## src/rtl/dbg_pkg.sv

```systemverilog
package dbg_pkg;

  typedef enum logic [1:0] {
    XM_NONBLOCK = 2'b00,
    XM_STALL    = 2'b01,
    XM_FAST     = 2'b10,
    XM_RSVD     = 2'b11
  } xfer_mode_e;

  // Status word field positions (the debugger decodes these)
  localparam int unsigned SW_W       = 32;
  localparam int unsigned POS_DONE   = 24;
  localparam int unsigned POS_MODE_H = 21;
  localparam int unsigned POS_MODE_L = 20;
  localparam int unsigned POS_DISC   = 19;
  localparam int unsigned POS_MON    = 15;
  localparam int unsigned POS_HALT   = 14;
  localparam int unsigned POS_STICKY = 7;

  // Byte offsets of the two bus-visible slots
  localparam int unsigned OFS_STATUS = 0;
  localparam int unsigned OFS_ITR    = 4;

  function automatic logic mode_holds(input logic [1:0] m);
    return (m == XM_STALL) || (m == XM_FAST);
  endfunction

endpackage

```

## src/rtl/dbg_rst_sync.sv

```systemverilog
module dbg_rst_sync #(
  parameter int unsigned STAGES = 2
) (
  input  logic clk,
  input  logic rst_n,
  output logic rst_sync_n
);
  logic [STAGES-1:0] sync_q;
  logic [STAGES-1:0] sync_d;

  generate
    if (STAGES == 1) begin : g_one
      always_comb sync_d = 1'b1;
    end else begin : g_many
      always_comb sync_d = {sync_q[STAGES-2:0], 1'b1};
    end
  endgenerate

  always_ff @(posedge clk or negedge rst_n) begin
    if (!rst_n) sync_q <= '0;
    else        sync_q <= sync_d;
  end

  assign rst_sync_n = sync_q[STAGES-1];
endmodule

```

## src/rtl/dbg_apb_decode.sv

```systemverilog
module dbg_apb_decode
  import dbg_pkg::*;
#(
  parameter int unsigned ADDR_W = 4
) (
  input  logic              psel,
  input  logic              penable,
  input  logic              pwrite,
  input  logic [ADDR_W-1:0] paddr,
  input  logic              pready,
  output logic              hit_status,
  output logic              st_rd_done,
  output logic              st_wr_done,
  output logic              itr_wr_req
);
  localparam logic [ADDR_W-1:0] A_STATUS = ADDR_W'(OFS_STATUS);
  localparam logic [ADDR_W-1:0] A_ITR    = ADDR_W'(OFS_ITR);

  logic access;
  logic hit_itr;

  always_comb begin
    access     = psel & penable;
    hit_status = (paddr == A_STATUS);
    hit_itr    = (paddr == A_ITR);
    st_rd_done = access & ~pwrite & hit_status & pready;
    st_wr_done = access &  pwrite & hit_status & pready;
    itr_wr_req = access &  pwrite & hit_itr;
  end
endmodule

```

## src/rtl/dbg_issue_gate.sv

```systemverilog
module dbg_issue_gate
  import dbg_pkg::*;
#(
  parameter int unsigned DATA_W = 32
) (
  input  logic              clk,
  input  logic              rst_n,
  input  logic              itr_wr_req,
  input  logic [DATA_W-1:0] bus_word,
  input  logic [1:0]        mode,
  input  logic              st_rd_done,
  input  logic              dbg_enter,
  input  logic              instr_done,
  input  logic              core_wr,
  input  logic [DATA_W-1:0] core_word,
  output logic              itr_hold,
  output logic              issue_vld,
  output logic [DATA_W-1:0] issue_word,
  output logic              done_flag
);
  logic done_q, done_d, done_en;
  logic seen_q, seen_d, seen_en;
  logic holds_mode, itr_fire, nb_drop, bus_issue;

  // Gating of the bus instruction write
  always_comb begin
    holds_mode = mode_holds(mode);
    itr_hold   = itr_wr_req & ((holds_mode & ~done_q) | core_wr);
    itr_fire   = itr_wr_req & ~itr_hold;
    nb_drop    = itr_fire & ~holds_mode & seen_q;
    bus_issue  = itr_fire & ~nb_drop;
    issue_vld  = bus_issue | core_wr;
    issue_word = core_wr ? core_word : bus_word;
  end

  // Completion flag next state
  always_comb begin
    done_en = dbg_enter | issue_vld | instr_done;
    if (dbg_enter)      done_d = 1'b1;
    else if (issue_vld) done_d = 1'b0;
    else                done_d = 1'b1;
  end

  // Busy-seen-by-read next state
  always_comb begin
    seen_en = st_rd_done | itr_fire;
    seen_d  = st_rd_done ? ~done_q : 1'b0;
  end

  always_ff @(posedge clk or negedge rst_n) begin
    if (!rst_n) begin
      done_q <= 1'b1;
      seen_q <= 1'b0;
    end else begin
      if (done_en) done_q <= done_d;
      if (seen_en) seen_q <= seen_d;
    end
  end

  assign done_flag = done_q;
endmodule

```

## src/rtl/dbg_status_reg.sv

```systemverilog
module dbg_status_reg
  import dbg_pkg::*;
(
  input  logic            clk,
  input  logic            rst_n,
  input  logic            wr_en,
  input  logic [1:0]      wr_mode,
  input  logic            wr_mon,
  input  logic            wr_halt,
  input  logic            dbg_en,
  input  logic            dbg_enter,
  input  logic            dbg_exit,
  input  logic            imp_abort,
  input  logic            done_flag,
  output logic [1:0]      mode,
  output logic [SW_W-1:0] status_word,
  output logic            halt_eff,
  output logic            mon_eff,
  output logic            abort_take
);
  logic [1:0] mode_q;
  logic       mon_q, halt_q;
  logic       disc_q, disc_d, disc_en;
  logic       sticky_q, sticky_en;

  always_comb begin
    disc_en   = dbg_enter | dbg_exit;
    disc_d    = dbg_enter;
    sticky_en = imp_abort & disc_q;
  end

  always_ff @(posedge clk or negedge rst_n) begin
    if (!rst_n) begin
      mode_q   <= XM_NONBLOCK;
      mon_q    <= 1'b0;
      halt_q   <= 1'b0;
      disc_q   <= 1'b0;
      sticky_q <= 1'b0;
    end else begin
      if (wr_en) begin
        mode_q <= wr_mode;
        mon_q  <= wr_mon;
        halt_q <= wr_halt;
      end
      if (disc_en)   disc_q   <= disc_d;
      if (sticky_en) sticky_q <= 1'b1;
    end
  end

  always_comb begin
    status_word                        = '0;
    status_word[POS_DONE]              = done_flag;
    status_word[POS_MODE_H:POS_MODE_L] = mode_q;
    status_word[POS_DISC]              = disc_q;
    status_word[POS_MON]               = mon_q & dbg_en;
    status_word[POS_HALT]              = halt_q & dbg_en;
    status_word[POS_STICKY]            = sticky_q;
    halt_eff   = halt_q & dbg_en;
    mon_eff    = mon_q & ~halt_q & dbg_en;
    abort_take = imp_abort & ~disc_q;
    mode       = mode_q;
  end
endmodule

```

## src/rtl/dbg_issue_ctrl.sv

```systemverilog
module dbg_issue_ctrl
  import dbg_pkg::*;
#(
  parameter int unsigned DATA_W    = 32,
  parameter int unsigned ADDR_W    = 4,
  parameter int unsigned RST_STAGE = 2
) (
  input  logic              clk,
  input  logic              rst_n,
  input  logic              psel,
  input  logic              penable,
  input  logic              pwrite,
  input  logic [ADDR_W-1:0] paddr,
  input  logic [DATA_W-1:0] pwdata,
  output logic [DATA_W-1:0] prdata,
  output logic              pready,
  input  logic              dbg_en,
  input  logic              dbg_enter,
  input  logic              dbg_exit,
  input  logic              instr_done,
  input  logic              core_itr_wr,
  input  logic [DATA_W-1:0] core_itr_data,
  output logic              issue_vld,
  output logic [DATA_W-1:0] issue_word,
  input  logic              imp_abort,
  output logic              abort_take,
  output logic              halt_eff,
  output logic              mon_eff
);
  logic            rst_core_n;
  logic            hit_status, st_rd_done, st_wr_done, itr_wr_req;
  logic            itr_hold, done_flag;
  logic [1:0]      mode;
  logic [SW_W-1:0] status_word;

  dbg_rst_sync #(.STAGES(RST_STAGE)) u_rst (
    .clk(clk), .rst_n(rst_n), .rst_sync_n(rst_core_n)
  );

  dbg_apb_decode #(.ADDR_W(ADDR_W)) u_dec (
    .psel(psel), .penable(penable), .pwrite(pwrite), .paddr(paddr),
    .pready(pready), .hit_status(hit_status), .st_rd_done(st_rd_done),
    .st_wr_done(st_wr_done), .itr_wr_req(itr_wr_req)
  );

  dbg_issue_gate #(.DATA_W(DATA_W)) u_gate (
    .clk(clk), .rst_n(rst_core_n), .itr_wr_req(itr_wr_req),
    .bus_word(pwdata), .mode(mode), .st_rd_done(st_rd_done),
    .dbg_enter(dbg_enter), .instr_done(instr_done),
    .core_wr(core_itr_wr), .core_word(core_itr_data),
    .itr_hold(itr_hold), .issue_vld(issue_vld), .issue_word(issue_word),
    .done_flag(done_flag)
  );

  dbg_status_reg u_sreg (
    .clk(clk), .rst_n(rst_core_n), .wr_en(st_wr_done),
    .wr_mode(pwdata[POS_MODE_H:POS_MODE_L]), .wr_mon(pwdata[POS_MON]),
    .wr_halt(pwdata[POS_HALT]), .dbg_en(dbg_en), .dbg_enter(dbg_enter),
    .dbg_exit(dbg_exit), .imp_abort(imp_abort), .done_flag(done_flag),
    .mode(mode), .status_word(status_word), .halt_eff(halt_eff),
    .mon_eff(mon_eff), .abort_take(abort_take)
  );

  always_comb begin
    pready = ~itr_hold;
    prdata = hit_status ? DATA_W'(status_word) : '0;
  end
endmodule

```

## config.mk

```make
export PLATFORM = sky130hd
export DESIGN_NAME = dbg_issue_ctrl
export DESIGN_NICKNAME = d
export VERILOG_FILES = /design/src/rtl/dbg_pkg.sv /design/src/rtl/dbg_rst_sync.sv /design/src/rtl/dbg_apb_decode.sv /design/src/rtl/dbg_issue_gate.sv /design/src/rtl/dbg_status_reg.sv /design/src/rtl/dbg_issue_ctrl.sv
export SDC_FILE = /design/constraint.sdc
export NUM_CORES = 1
export LEC_CHECK = 0
export BUFFER_PORTS_ARGS = -buffer_cell sky130_fd_sc_hd__buf_2
export CAP_MARGIN = 20
export CORE_MARGIN = 4
export CORE_UTILIZATION = 25
export DETAILED_ROUTE_END_ITERATION = 12
export GPL_TIMING_DRIVEN = 0
export PLACE_DENSITY_LB_ADDON = 0.1
export SLEW_MARGIN = 15
export SYNTH_ARGS = -nofsm -noshare
export SYNTH_HDL_FRONTEND = slang
export SYNTH_SLANG_ARGS = --single-unit
```

## constraint.sdc

```tcl
create_clock -name clk -period 1.6 [get_ports clk]
set_input_delay 0.24 -clock clk [delete_from_list [all_inputs] [get_ports clk]]
set_output_delay 0.24 -clock clk [all_outputs]
set_load 0.02 [all_outputs]
```

Word level (Yosys, flattened, before mapping)
Index checks and enable logic that the tools add are counted.
{ "totals": {"output_inout_bits": 69, "inputBits": 79, "word_cells": 51, "reg_bits": 10} }
{ "op_classes": {"n_eq_ne": 3, "n_mux": 5, "reduce_logical": 2, "bitwise": 33} }
{ "op_table": {"columns": ["operator", "n"], "rows": [
  ["2-to-1 mux 32 bit", 1],
  ["2-to-1 mux 25 bit", 1],
  ["AND 1 bit", 20],
  ["inverter 1 bit", 7],
  ["bitwise OR 1 bit", 6],
  ["equality test 4 x 3 -> 1 bit, second input constant", 1],
  ["zero test 4 bit", 1],
  ["2-to-1 mux 1 bit", 3],
  ["equality test 2 x 1 -> 1 bit, second input constant", 1],
  ["equality test 2 bit, second input constant", 1],
  ["logical OR 1 bit", 1]
]} }

Longest topological paths before layout
{ "depth": {"ltp_word": 14, "mapped_depth": 4, "mapped_depth_nobuf": 4} }

By module
A second synthesis with hierarchy kept.
{ "hier_totals": {"cells_unflattened": 150, "area_unflattened_um2": 1534.0} }
{ "modules_own_cells": {"columns": ["module", "seq_area_each_um2", "area_per_inst_um2", "n_inst", "cells_per_inst"], "rows": [
  ["dbg_issue_gate", 51.3, 695.7, 1, 54],
  ["dbg_status_reg", 150.1, 475.5, 1, 49],
  ["dbg_issue_ctrl", 0.0, 259.0, 1, 36],
  ["dbg_rst_sync", 50.0, 53.8, 1, 3],
  ["dbg_apb_decode", 0.0, 50.0, 1, 8]
]} }

Worst setup path after synthesis
No wires, ideal clock.
{ "synth_timing": {"path_kind": "input to output", "startpoint": "input paddr[1]", "endpoint": "output prdata[15]", "cell_stages": 2, "required_time_ps": 1360, "setup_slack_ps": 227, "arrival_time_ps": 1133, "path_buffers": 0, "cell_sequence": "or3_4 nor3_1"} }
{ "synth_between": {"elab_chain_len": 2} }
{ "synth_rtl": {"columns": ["element", "line_no", "source"], "rows": [
  ["from (decl)", "dbg_issue_ctrl.sv:13", "input logic [ADDR_W-1:0] paddr,"],
  ["zero test 4 bit", "dbg_apb_decode.sv:24", "hit_status = (paddr == A_STATUS);"],
  ["2-to-1 mux 25 bit", "dbg_issue_ctrl.sv:66", "prdata = hit_status ? DATA_W'(status_word) : '0;"],
  ["to (decl)", "dbg_issue_ctrl.sv:15", "output logic [DATA_W-1:0] prdata,"]
]} }
Every way passes these cells.

Worst setup path in the final report
{ "layout_timing": {"startpoint": "register u_sreg.mode_q[1] (netlist: u_sreg.mode[1])", "endpoint": "output issue_vld"} }
{ "layout_between": {"elab_chain_len": 12, "elab_cells_between_ends": 14, "classes_between": "2 x eq/ne; 11 x bitwise; 1 x reduce/logical"} }
{ "layout_rtl": {"columns": ["element", "line_no", "source"], "rows": [
  ["from (decl)", "dbg_status_reg.sv:21", "logic [1:0] mode_q;"],
  ["from (signal assigned)", "dbg_status_reg.sv:41", "mode_q <= wr_mode;"],
  ["equality test 2 x 1 -> 1 bit / equality test 2 bit (equally long branches)", "dbg_pkg.sv:25", "return (m == XM_STALL) || (m == XM_FAST);"],
  ["logical OR 1 bit *", "dbg_pkg.sv:25", null],
  ["AND 1 bit", "dbg_issue_gate.sv:28", "itr_hold = itr_wr_req & ((holds_mode & ~done_q) | core_wr);"],
  ["bitwise OR 1 bit", "dbg_issue_gate.sv:28", null],
  ["AND 1 bit", "dbg_issue_gate.sv:28", null],
  ["inverter 1 bit", "dbg_issue_gate.sv:29", "itr_fire = itr_wr_req & ~itr_hold;"],
  ["AND 1 bit", "dbg_issue_gate.sv:29", null],
  ["AND 1 bit (2 in series)", "dbg_issue_gate.sv:30", "nb_drop = itr_fire & ~holds_mode & seen_q;"],
  ["inverter 1 bit", "dbg_issue_gate.sv:31", "bus_issue = itr_fire & ~nb_drop;"],
  ["AND 1 bit *", "dbg_issue_gate.sv:31", null],
  ["bitwise OR 1 bit *", "dbg_issue_gate.sv:32", "issue_vld = bus_issue | core_wr;"],
  ["to (decl)", "dbg_issue_ctrl.sv:23", "output logic issue_vld,"]
]} }
Mark *: on every way between the ends. The rest lies on a longest branch, timed or not.

==> reports/results.md <==
| Step | Metric | Value |
|---|---|---|
| place | Final Wtd Congestion | 0.7119 |
| worst setup path | Largest driver fanout on the critical path | 3 |
| worst setup path | Start point of the critical path | u_sreg.mode[1]$_DFFE_PN0P_ |
| timing | Final worst path period share | 104.7% |
| cts | CTS Buffer Depth | 2 |
| pwr | Design internal power | 0.7025 mW |
| routing | Final wirelength | 3864 um |
| pwr | Power per unit of standard cell area | 546.3 mW/mm^2 |
| outcome | Failing checks | negative setup slack |
| cts | Clock Root Buffer | sky130_fd_sc_hd__clkbuf_8 |
| worst setup path | Crit path required time | 1.36 ns |
| cts | Clock buffer count from CTS | 3 |
| timing | Final setup skew | 0.001193 ns |
| layout | Final Cell Area | 0.001967 mm^2 |
| global routing | Number of global-route vias before repair | 1138 |
| pwr | Clock Power Share | 23.8% |
| floorplan | Initial standard-cell utilization of the core | 26.60% |
| routing | Initial DRC count | 26 |
| logic synthesis | Cell variety after synth | 26 |
| pwr | Fraction of power consumed by sequential logic | 27.5% |
| global routing | Remaining global-route overflow | 0 |
| pwr | Tot Pwr | 1.074 mW |
| cts | Number of clock sinks | 10 |
| pwr | Worst-case vdd ir drop | 605.5 uV |
| global routing | Antenna violations before repair | 0 |
| outcome | Run status | complete, but fails checks |
| global routing | Largest net degree at the start of global routing | 11 |
| place | Number of instances in the placed design | 304 |
| logic synthesis | Sequential-to-total area share from yosys stat | 22.81% |
| layout | Layout Nets | 342 |
| worst setup path | Number of cells on the worst reg-to-reg path | 5 |
| worst setup path | Worst reg2reg setup slack | 0.18 ns |
| timing | Peak Freq | 597.1 MHz |
| cts | Clock-pin slew on the worst setup and hold paths | 0.04 ns |
| timing | Final count of pins violating max slew | 0 |
| logic synthesis | Netlist area before placement | 0.001102 mm^2 |
| floorplan | Die X | 74.40 um |
| place | Post-Place Setup Slack | 0.01702 ns |
| worst setup path | Critical register-to-register path startpoint | u_sreg.mode[1]$_DFFE_PN0P_ |
| pwr | Switching share of power | 34.62% |
| place | Cell area after placement | 0.001861 mm^2 |
| global routing | First-pass GRT wire length | 5568 um |
| cts | H-tree lvl count | 1 |
| timing | Count of endpoints failing hold in the final timing report | 0 |
| routing | First-pass DRT Iterations | 2 |
| logic synthesis | Avg Cell Area, Syn | 10.11 um^2 |
| timing | Final setup viols | 2 |
| worst setup path | Reg-to-reg endpoint | u_gate.done_flag$_DFFE_PN1P_ |
| timing | Smallest setup slack after layout | -0.07474 ns |
| cts | TritonCTS clock tree | built |
| logic synthesis | Largest cells by area after synthesis | sky130_fd_sc_hd__mux2_2 37%, sky130_fd_sc_hd__dfrtp_1 20%, sky130_fd_sc_hd__buf_4 17% |
| routing | Number of nets still failing antenna checks after routing | 0 |
| floorplan | Die Footprint | 0.005535 mm^2 |
| routing | Vias per cell | 3.827 |
| routing | Via count | 1194 |
| global routing | Overall global routing resource usage | 12.67% |
| floorplan | IO Pins | 148 |
| pwr | Net Switching | 0.3720 mW |
| logic synthesis | Yosys top cell by area | sky130_fd_sc_hd__mux2_2 |
| layout | Fraction of layout instances using a drive strength above 1 | 78.63% |
| flow run | Max-cap violations | 0 |
| logic synthesis | Post-Syn Instances | 109 |
| logic synthesis | Post-synthesis sequential element count | 10 |
| cts | Clk_lat worst skew | 0.23 ns |
| worst setup path | Crit path launch type | flip-flop |
| routing | Drc violations | 0 |
| worst setup path | Critical path class | flip-flop to output port |
| worst setup path | Type of element capturing the critical path | output port |
| timing | Min Clock Period, post-route | 1.675 ns |
| floorplan | Die height | 74.40 um |
| layout | Final non-filler cell total | 312 |
| floorplan | Number of cell rows | 23 |
| worst hold path | Worst hold-check path type | flip-flop to async pin |
| place | HPWL after detailed placement | 3522 um |
| routing | WL/cell | 12.38 um |
| layout | Area growth, synth to finish | 78.43% |
| timing | Worst Hold Margin | 0.1266 ns |
| layout | Diode count | 0 |
| timing | Unrepaired setup endpoints after global routing | true |
| pwr | Combinational Power Share | 48.8% |
| worst setup path | Worst endpoint data arrival time | 1.43 ns |
| pwr | Leakage power of the design | 1.141 nW |
| logic synthesis | Yosys Warn Count | 0 |
| floorplan | Core region area | 0.004144 mm^2 |
| logic synthesis | Post-synth top area share | 36.78% |
| place | Buffers on Ports | 121 |
[routing by layer]
layer	part of all wire [%]	track usage (%)	vias to the layer above
met5	0	0	-
met2	51	24.00	71
li1	-	-	630
met1	37	15.15	493
met3	12	1.757	0
met4	0	2.372	0
[power groups by stage]
stage / clock network [mW] / logic (mW) / registers (mW)
after global placement: 0 / 0.506 / 0.298
after detailed placement: 0 / 0.508 / 0.298
after CTS: 0.269 / 0.522 / 0.296
after global routing: 0.285 / 0.568 / 0.299
final: 0.255 / 0.524 / 0.295
after floorplan: 0 / 0.329 / 0.293
[Yosys cell counts (all sizes together)]
cell type  instances
mux2              36
buf               29
dfrtp              9
and2               6
inv                4
a21o               3
a21oi              2
conb               2
nor2               2
nor3               2
or3                2
a211oi             1
and4               1
and4b              1
dfstp              1
mux2i              1
nand2              1
nand4              1
nor2b              1
nor4               1
o21bai             1
or2                1
xor2               1
[worst max-delay path by stage]
| stage | slack (ns) | cells after the start | endpoint |
|---|---|---|---|
| after CTS | -0.09 | 4 | pready |
| after global placement | 0.03 | 4 | u_sreg.mon_q$_DFFE_PN0P_ |
| final | -0.07 | 4 | issue_vld |
| after detailed placement | 0.02 | 4 | pready |
| after global routing | -0.16 | 4 | pready |
| after floorplan | 0.23 | 2 | prdata[15] |
[sequential cells by signal, summed over array words and instances (netlist names)]
signal and flops:
u_gate.seen_q 1, u_sreg.mode 2, u_sreg.sticky_q 1, u_gate.done_flag 1, u_sreg.halt_q 1, u_sreg.mon_q 1, u_sreg.disc_q 1, u_rst.sync_q 2
[cells in the final DEF, fill, tap and decap left out, types with 3 or more instances in the layout]
master                     count
sky130_fd_sc_hd__mux2_2       36
sky130_fd_sc_hd__buf_2       123
sky130_fd_sc_hd__dfrtp_1       9
sky130_fd_sc_hd__clkbuf_8      3
sky130_fd_sc_hd__a21o_1        3
sky130_fd_sc_hd__and2_2        5
sky130_fd_sc_hd__inv_1         4
sky130_fd_sc_hd__conb_1       26
sky130_fd_sc_hd__buf_4        28
[repair_timing]
item | in CTS | in global routing
hold endpoints to repair | 2 | 0
gates cloned | 0 | 0
endpoints found under the setup margin | 2 | 2
buffers inserted | 1 | 2
hold buffers | 1 | 0
pin swaps | 2 | 3
resized for setup | 5 | 2
[layout make-up]
| class | instances | area, um^2 |
|---|---|---|
| buffer | 29 | 207.7 |
| inverter | 4 | 15.01 |
| multi-input combinational | 90 | 734.5 |
| timing repair buffer | 125 | 650.6 |
| tap | 50 | 62.56 |
| fill | 411 | 2177 |
| clock buffer | 4 | 45.04 |
| sequential | 10 | 251.5 |
[cell families (layout without fill, tap and decap cells)]
| family | count (synthesis) | after routing | share of synthesized area [%] |
|---|---|---|---|
| other cells | 2 | 26 | 0.6813 |
| compound gates | 7 | 7 | 4.767 |
| flops | 10 | 10 | 22.82 |
| simple gates | 19 | 19 | 13.06 |
| xor+xnor | 1 | 1 | 0.7947 |
| buf+inv | 33 | 162 | 20.20 |
| mux | 37 | 37 | 37.68 |
[through the flow]
step	util, %	setup TNS, ns
2_1_floorplan	-	0
6_report	47.46	-0.1473
4_1_cts	46.89	-0.1695
3_5_place_dp	44.90	0
5_1_grt	47.46	-0.3174
3_3_place_gp	44.90	0
[worst max-delay path, cell delays in order (launching register included)]
cell                      delay [ns]
sky130_fd_sc_hd__dfrtp_1        0.41
sky130_fd_sc_hd__xor2_2         0.21
sky130_fd_sc_hd__or2_2          0.28
sky130_fd_sc_hd__a21o_1         0.18
sky130_fd_sc_hd__buf_6          0.13
Power figures use the tool's default switching activity.
